[config.mk]
export PLATFORM = sky130hd
export DESIGN_NAME = stream_buf_writer
export DESIGN_NICKNAME = d
export VERILOG_FILES = /design/src/rtl/sbw_pkg.sv /design/src/rtl/sbw_cfg_decode.sv /design/src/rtl/sbw_channel.sv /design/src/rtl/sbw_alert_fifo.sv /design/src/rtl/stream_buf_writer.sv
export SDC_FILE = /design/constraint.sdc
export NUM_CORES = 2
export LEC_CHECK = 0
export BUFFER_PORTS_ARGS = -buffer_cell sky130_fd_sc_hd__buf_2
export CAP_MARGIN = 20
export CORE_UTILIZATION = 40
export CTS_BUF_LIST = sky130_fd_sc_hd__clkbuf_4 sky130_fd_sc_hd__clkbuf_8
export CTS_CLUSTER_DIAMETER = 60
export DETAILED_ROUTE_END_ITERATION = 10
export GPL_TIMING_DRIVEN = 0
export PLACE_DENSITY = 0.7
export SETUP_SLACK_MARGIN = 0.05
export SLEW_MARGIN = 0
export SYNTH_ARGS = -nofsm -noshare
export SYNTH_HDL_FRONTEND = slang
export SYNTH_SLANG_ARGS = --single-unit
[constraint.sdc]
create_clock -name clk -period 7.7 [get_ports clk]
set_input_delay 0.385 -clock clk [delete_from_list [all_inputs] [get_ports clk]]
set_output_delay 0.385 -clock clk [all_outputs]
set_load 0.02 [all_outputs]
[src/rtl/sbw_pkg.sv]
package sbw_pkg;

    localparam int ADDR_W = 32;
    localparam int LEN_W  = 20;
    localparam int NODE_W = 8;
    localparam int NUM_CH = 3;
    localparam int CH_W   = 2;
    localparam logic [2:0] ALERT_TAG = 3'b100;

    typedef enum logic [1:0] {
        CH_IDLE,
        CH_ACTIVE,
        CH_LOCKED
    } ch_state_t;

    typedef struct packed {
        logic [NODE_W-1:0] dest;
        logic              dbl;
        logic [LEN_W-1:0]  len_m1;
        logic [ADDR_W-1:0] base;
    } chan_cfg_t;

    typedef struct packed {
        logic [NODE_W-1:0] dest;
        logic [ADDR_W-1:0] start;
        logic [LEN_W-1:0]  len_m1;
    } alert_t;

    // Byte offset of a word index inside a buffer.
    function automatic logic [ADDR_W-1:0] word_offset(input logic [LEN_W-1:0] n);
        return {{(ADDR_W-LEN_W-2){1'b0}}, n, 2'b00};
    endfunction

    function automatic logic [31:0] alert_head_word(input logic [NODE_W-1:0] node,
                                                    input logic [LEN_W-1:0]  len_m1);
        return {node, ALERT_TAG, 1'b0, len_m1};
    endfunction

endpackage

[src/rtl/sbw_cfg_decode.sv]
module sbw_cfg_decode
    import sbw_pkg::*;
(
    input  logic              cfg_valid,
    input  logic [31:0]       cfg_word0,
    input  logic [31:0]       cfg_word1,
    output logic [NUM_CH-1:0] load,
    output chan_cfg_t         cfg
);
    logic [CH_W-1:0] sel;
    logic            is_cfg;

    always_comb begin
        sel    = cfg_word0[22:21];
        is_cfg = cfg_valid && cfg_word0[23] && (sel != '0);
        for (int i = 0; i < NUM_CH; i++) begin
            load[i] = is_cfg && (sel == CH_W'(i + 1));
        end
        cfg.dest   = cfg_word0[31:24];
        cfg.dbl    = cfg_word0[20];
        cfg.len_m1 = cfg_word0[LEN_W-1:0];
        cfg.base   = {cfg_word1[ADDR_W-1:2], 2'b00};
    end
endmodule

[src/rtl/sbw_channel.sv]
module sbw_channel
    import sbw_pkg::*;
(
    input  logic              clk,
    input  logic              rst,
    input  logic              cfg_load,
    input  chan_cfg_t         cfg_in,
    input  logic              req,
    output logic              accept,
    output logic [ADDR_W-1:0] addr,
    output logic              fire,
    output alert_t            alert,
    output logic              ovf
);
    ch_state_t        state_q;
    chan_cfg_t        cfg_q;
    logic [LEN_W-1:0] idx_q;
    logic             ovf_q;

    logic [LEN_W:0]   len_full;
    logic [LEN_W-1:0] half;
    logic             at_end;
    logic             at_half;

    always_comb begin
        len_full = {1'b0, cfg_q.len_m1} + 1'b1;
        half     = len_full[LEN_W:1];
        at_end   = (idx_q == cfg_q.len_m1);
        at_half  = cfg_q.dbl && (half != '0) && (idx_q == half - 1'b1);
        accept   = req && (state_q == CH_ACTIVE) && !cfg_load;
        addr     = cfg_q.base + word_offset(idx_q);
        fire     = accept && (at_end || at_half);

        alert.dest = cfg_q.dest;
        if (at_half) begin
            alert.start  = cfg_q.base;
            alert.len_m1 = half - 1'b1;
        end else if (cfg_q.dbl) begin
            alert.start  = cfg_q.base + word_offset(half);
            alert.len_m1 = cfg_q.len_m1 - half;
        end else begin
            alert.start  = cfg_q.base;
            alert.len_m1 = cfg_q.len_m1;
        end
        ovf = ovf_q;
    end

    always_ff @(posedge clk) begin
        if (rst) begin
            state_q <= CH_IDLE;
            cfg_q   <= '0;
            idx_q   <= '0;
            ovf_q   <= 1'b0;
        end else if (cfg_load) begin
            state_q <= CH_ACTIVE;
            cfg_q   <= cfg_in;
            idx_q   <= '0;
            ovf_q   <= 1'b0;
        end else if (accept) begin
            if (at_end) begin
                idx_q <= '0;
                if (!cfg_q.dbl) begin
                    state_q <= CH_LOCKED;
                end
            end else begin
                idx_q <= idx_q + 1'b1;
            end
        end else if (req) begin
            ovf_q <= 1'b1;
        end
    end
endmodule

[src/rtl/sbw_alert_fifo.sv]
module sbw_alert_fifo
    import sbw_pkg::*;
#(
    parameter int DEPTH = 2
) (
    input  logic   clk,
    input  logic   rst,
    input  logic   push,
    input  alert_t din,
    input  logic   pop,
    output logic   valid,
    output alert_t dout
);
    localparam int PTR_W = (DEPTH > 1) ? $clog2(DEPTH) : 1;
    localparam int CNT_W = $clog2(DEPTH + 1);

    alert_t           mem_q [DEPTH];
    logic [PTR_W-1:0] rd_q;
    logic [PTR_W-1:0] wr_q;
    logic [CNT_W-1:0] cnt_q;
    logic             full;
    logic             do_pop;
    logic             do_push;

    function automatic logic [PTR_W-1:0] bump(input logic [PTR_W-1:0] p);
        return (p == PTR_W'(DEPTH - 1)) ? '0 : p + 1'b1;
    endfunction

    always_comb begin
        valid   = (cnt_q != '0);
        full    = (cnt_q == CNT_W'(DEPTH));
        do_pop  = pop && valid;
        do_push = push && (!full || do_pop);
        dout    = mem_q[rd_q];
    end

    always_ff @(posedge clk) begin
        if (rst) begin
            rd_q  <= '0;
            wr_q  <= '0;
            cnt_q <= '0;
            for (int i = 0; i < DEPTH; i++) begin
                mem_q[i] <= '0;
            end
        end else begin
            if (do_push) begin
                mem_q[wr_q] <= din;
                wr_q        <= bump(wr_q);
            end
            if (do_pop) begin
                rd_q <= bump(rd_q);
            end
            if (do_push && !do_pop) begin
                cnt_q <= cnt_q + 1'b1;
            end else if (do_pop && !do_push) begin
                cnt_q <= cnt_q - 1'b1;
            end
        end
    end
endmodule

[src/rtl/stream_buf_writer.sv]
module stream_buf_writer
    import sbw_pkg::*;
#(
    parameter int ALERT_DEPTH = 2
) (
    input  logic        clk,
    input  logic        rst,
    input  logic [7:0]  node_addr,
    input  logic        cfg_valid,
    input  logic [31:0] cfg_word0,
    input  logic [31:0] cfg_word1,
    input  logic        dat_valid,
    input  logic [1:0]  dat_chan,
    input  logic [31:0] dat_word,
    output logic        wr_valid,
    output logic [31:0] wr_addr,
    output logic [31:0] wr_data,
    output logic [2:0]  ovf_flag,
    output logic        alert_valid,
    input  logic        alert_ready,
    output logic [7:0]  alert_dest,
    output logic [31:0] alert_word0,
    output logic [31:0] alert_word1
);
    logic [NUM_CH-1:0] load;
    chan_cfg_t         cfg;
    logic [NUM_CH-1:0] ch_req;
    logic [NUM_CH-1:0] ch_accept;
    logic [NUM_CH-1:0] ch_fire;
    logic [ADDR_W-1:0] ch_addr  [NUM_CH];
    alert_t            ch_alert [NUM_CH];

    logic              any_accept;
    logic              any_fire;
    logic [ADDR_W-1:0] sel_addr;
    alert_t            sel_alert;
    alert_t            head;

    logic              wr_valid_q;
    logic [ADDR_W-1:0] wr_addr_q;
    logic [31:0]       wr_data_q;

    sbw_cfg_decode u_dec (
        .cfg_valid (cfg_valid),
        .cfg_word0 (cfg_word0),
        .cfg_word1 (cfg_word1),
        .load      (load),
        .cfg       (cfg)
    );

    for (genvar g = 0; g < NUM_CH; g++) begin : g_ch
        assign ch_req[g] = dat_valid && (dat_chan == CH_W'(g + 1));

        sbw_channel u_ch (
            .clk      (clk),
            .rst      (rst),
            .cfg_load (load[g]),
            .cfg_in   (cfg),
            .req      (ch_req[g]),
            .accept   (ch_accept[g]),
            .addr     (ch_addr[g]),
            .fire     (ch_fire[g]),
            .alert    (ch_alert[g]),
            .ovf      (ovf_flag[g])
        );
    end

    // At most one channel is requested per cycle, so a priority pick is exact.
    always_comb begin
        any_accept = |ch_accept;
        any_fire   = |ch_fire;
        sel_addr   = '0;
        sel_alert  = '0;
        for (int i = 0; i < NUM_CH; i++) begin
            if (ch_accept[i]) begin
                sel_addr  = ch_addr[i];
                sel_alert = ch_alert[i];
            end
        end
    end

    sbw_alert_fifo #(.DEPTH(ALERT_DEPTH)) u_aq (
        .clk   (clk),
        .rst   (rst),
        .push  (any_fire),
        .din   (sel_alert),
        .pop   (alert_ready),
        .valid (alert_valid),
        .dout  (head)
    );

    always_ff @(posedge clk) begin
        if (rst) begin
            wr_valid_q <= 1'b0;
            wr_addr_q  <= '0;
            wr_data_q  <= '0;
        end else begin
            wr_valid_q <= any_accept;
            if (any_accept) begin
                wr_addr_q <= sel_addr;
                wr_data_q <= dat_word;
            end
        end
    end

    assign wr_valid    = wr_valid_q;
    assign wr_addr     = wr_addr_q;
    assign wr_data     = wr_data_q;
    assign alert_dest  = head.dest;
    assign alert_word0 = alert_head_word(node_addr, head.len_m1);
    assign alert_word1 = head.start;
endmodule

==> metrics.txt <==
worst path required time=8.13 ns; Synth warnings=0; maximum clock rate=137 MHz; Finished Layout Cells=5974; Die Ht=295 um; sequential fraction of the synthesis area=28.5%; CP peak stage delay=0.93 ns; PwrDens=159 nW/um^2; vias in the first global route=32.6k; setup TNS=0 ns; HP Class=in -> reg; M3 GR Usage=9.33%; leakage power=15.9 nW; TritonRoute pass-1 iters=10; top cell type's share of synthesized area=18.3%; post-synth cell types=106; post-route design area=39800 sq um; GPL Wtd Cong=1.03; met1 usage=47.0%; Setup violations, final=0; Max FO, Critical Path=10; CTS tree=done; synth top area cells=dfxtp_1, edfxtp_1, xnor2_1, nand2_1, a21oi_1; DRC viols=0; period utilization=94.7%; Max Slew Vio Count=0; Slowest-stage cell, CP=a2111oi_1; flop-to-flop setup slack=0.40 ns; Clk Latency, worst-skew pair=0.76 ns; FP Rows=107; Wirelength per Cell=27.1 um; hpwl dp=128000 um; status=finished, final reports clean; Area growth syn-to-layout=15.9%; Placement Cell Area=37100 sq um; GR peak layer=met2; ys async rst share=0%; leading area contributor after synthesis=dfxtp_1; TritonCTS buffer count=84; switching part of the total=30.8%; number of flops mapped to enable cells by yosys=116; Final min period=7.30 ns; flops & latches, synth=430; largest net degree at the start of global routing=59; I/O Buffers=233; TritonCTS Sinks=430; core area=85000 sq um; Vias=36.1k; hold_ws=0.0293 ns; FILL cells=8437; IO Pins=252; startpoint types=flop; Die X-Extent=295 um; Switch Pwr=0.00194 W; clock transition at the registers of the reported paths=0.06 ns; maximum vdd drop=0.0000992 V; DIE AREA=86900 sq um; GRT Residual Overflow=0; DR vias/cell=6.04; Clock Tree Root=clkbuf_8; Clk network pwr share=43.2%; Cells after Synth=4344; initial drt markers=4538; ys flop type=dfxtp_1; Final nets=5043; DRT antenna net count=0; Avg Synthesized Cell Area=7.90 sq um; Flop pwr share=38.1%; GR Layer Usage met2=51.9%; Bufs on Longest Clock Path=3; critical path, cell by cell=ha_1, xnor2_1, ha_1, nand3_1, a2111oi_1, nand4_1, xnor2_1, mux2i_1, a2111o_1, o21ai_1, buf_2, buf_2, mux2i_1, o22ai_1, a21oi_1, nor2_1; WL final=162000 um; Critical Path AT=7.73 ns; GRT Total Usage=36.1%; share of cells above drive strength 1=12.4%; Worst slew margin=14.6%; H-tree depth=3; initial antenna violation count=16; Clock Skews=0.0787 ns; logic gate share of total power=18.7%; Slew @ Worst Pin=1.28 ns; Setup CP Type=reg -> reg; Max-Cap Viols=0; Final Hold Viols=0; internal power=0.00437 W; initial cell density of the core=40.3%; Syn Std Cell Area=34300 sq um; postcts setup bufs=0; first-pass GRT wire length=225000 um; kind of end point of the critical path=flop; placed cells=5737; RSZ-0062 raised after global routing=no
==> kinds of logic after synthesis <==
group | share of synthesized area, %
AO/OA/AOI/OAI | 19.5
XOR/XNOR | 12.7
adder cells (fa/ha/maj) | 6.93
buffers and inverters | 5.36
flip-flops | 28.5
multiplexers | 4.44
other | 0.0219
AND/OR/NAND/NOR | 22.5
==> Yosys cell counts (all sizes together) (25+ instances only) <==
library cell / n
nor2: 342
and2: 62
nand4: 70
nor4: 45
nand2: 648
a31oi: 37
xnor2: 282
or3: 38
a211oi: 40
a21o: 55
nand3: 97
buf: 113
inv: 141
dfxtp: 314
clkbuf: 192
nor3: 123
nand2b: 40
nor2b: 25
a21oi: 429
edfxtp: 116
a221oi: 40
xor2: 153
mux2: 74
and3: 59
o21ai: 141
mux2i: 69
o31ai: 25
ha: 170
==> critical path: cells and delay by family (launching register included) <==
kind / cells / cell delay, ns
AOI/OAI and AO/OA: 5 / 2.92
DFF: 1 / 0.38
and+or+nand+nor: 3 / 0.73
xor gates and xnor gates: 2 / 0.80
adders and majority gates: 2 / 0.69
buffers and inverters: 2 / 0.77
muxes: 2 / 0.66
==> layout make-up <==
class | count | area [sq um] | share of cell area, %
Sequential cell | 430 | 9770 | 24.6
Clock inverter | 40 | 509 | 1.28
Timing Repair Buffer | 317 | 2030 | 5.10
Buffer | 305 | 1310 | 3.29
Tap cell | 1144 | 1430 | 3.60
Clock buffer | 115 | 1430 | 3.60
Inverter | 141 | 529 | 1.33
Antenna cell | 8 | 20.0 | 0.0503
Multi-Input combinational cell | 3474 | 22700 | 57.2
==> metrics by stage <==
stage	setup slack [ns]	utilization, %	power (W)
after detailed placement	0.856	43.6	0.00357
after CTS	0.797	46.7	0.00630
after global routing	0.236	46.8	0.00650
after global placement	-2.06	43.4	0.00356
after floorplan	0.500	-	0.00319
final	0.405	46.8	0.00632
==> cells in the final DEF, fill, tap and decap left out, drive strengths merged, types with 25 or more instances in the layout <==
master / instances
edfxtp: 116
dfxtp: 314
nand2: 648
clkbuf: 308
buf: 358
a31oi: 37
mux2: 74
and2: 62
nor4: 45
dlygate4sd3: 71
or3: 38
nor2: 342
a211oi: 40
nand3: 97
nand4: 70
xnor2: 282
nor3: 123
a21oi: 429
inv: 145
o31ai: 25
mux2i: 69
a221oi: 40
and3: 59
nand2b: 40
ha: 170
nor2b: 25
a21o: 55
xor2: 153
o21ai: 141
==> registers in the layout (all words and copies together) (netlist names), named ones only <==
signal             cells
g_ch.u_ch.cfg_q      153
u_aq.mem_q           116
g_ch.u_ch.idx_q       60
wr_data               32
wr_addr               30
g_ch.u_ch.alert       24
g_ch.u_ch.state_q      6
g_ch.u_ch.ovf          3
u_aq.cnt_q             2
u_aq.rd_q              1
u_aq.wr_q              1
wr_valid               1
==> power by group through the flow <==
stage | logic, W | clock network, W | registers [W]
6_report | 0.00118 | 0.00273 | 0.00241
5_1_grt | 0.00125 | 0.00284 | 0.00241
4_1_cts | 0.00115 | 0.00274 | 0.00241
3_5_place_dp | 0.00112 | 0 | 0.00246
3_3_place_gp | 0.00111 | 0 | 0.00246
2_1_floorplan | 0.000738 | 0 | 0.00245
==> metal layers <==
layer	part of all wire (%)	vias to the layer above
met4	7.4	10
met5	0.046	-
met2	41	2262
met1	40	17000
li1	-	16300
met3	12	436
==> timing repair <==
item / in CTS / in global routing
gates resized for setup: 0 / 0
hold endpoints to repair: 130 / 0
hold buffers: 71 / 0
==> final timing paths <==
path,from,to,cells past startpoint
min reg2reg,wr_data[18]$_SDFFE_PP0P_,wr_data[18]$_SDFFE_PP0P_,2
max reg2reg,g_ch[1].u_ch.cfg_q[33]$_SDFFE_PP0P_,u_aq.mem_q[0][24]$_SDFFCE_PN0P_,16
min,cfg_word0[2],g_ch[1].u_ch.cfg_q[34]$_SDFFE_PP0P_,3
max,g_ch[1].u_ch.cfg_q[33]$_SDFFE_PP0P_,u_aq.mem_q[0][24]$_SDFFCE_PN0P_,16
Power figures use the tool's default switching activity.
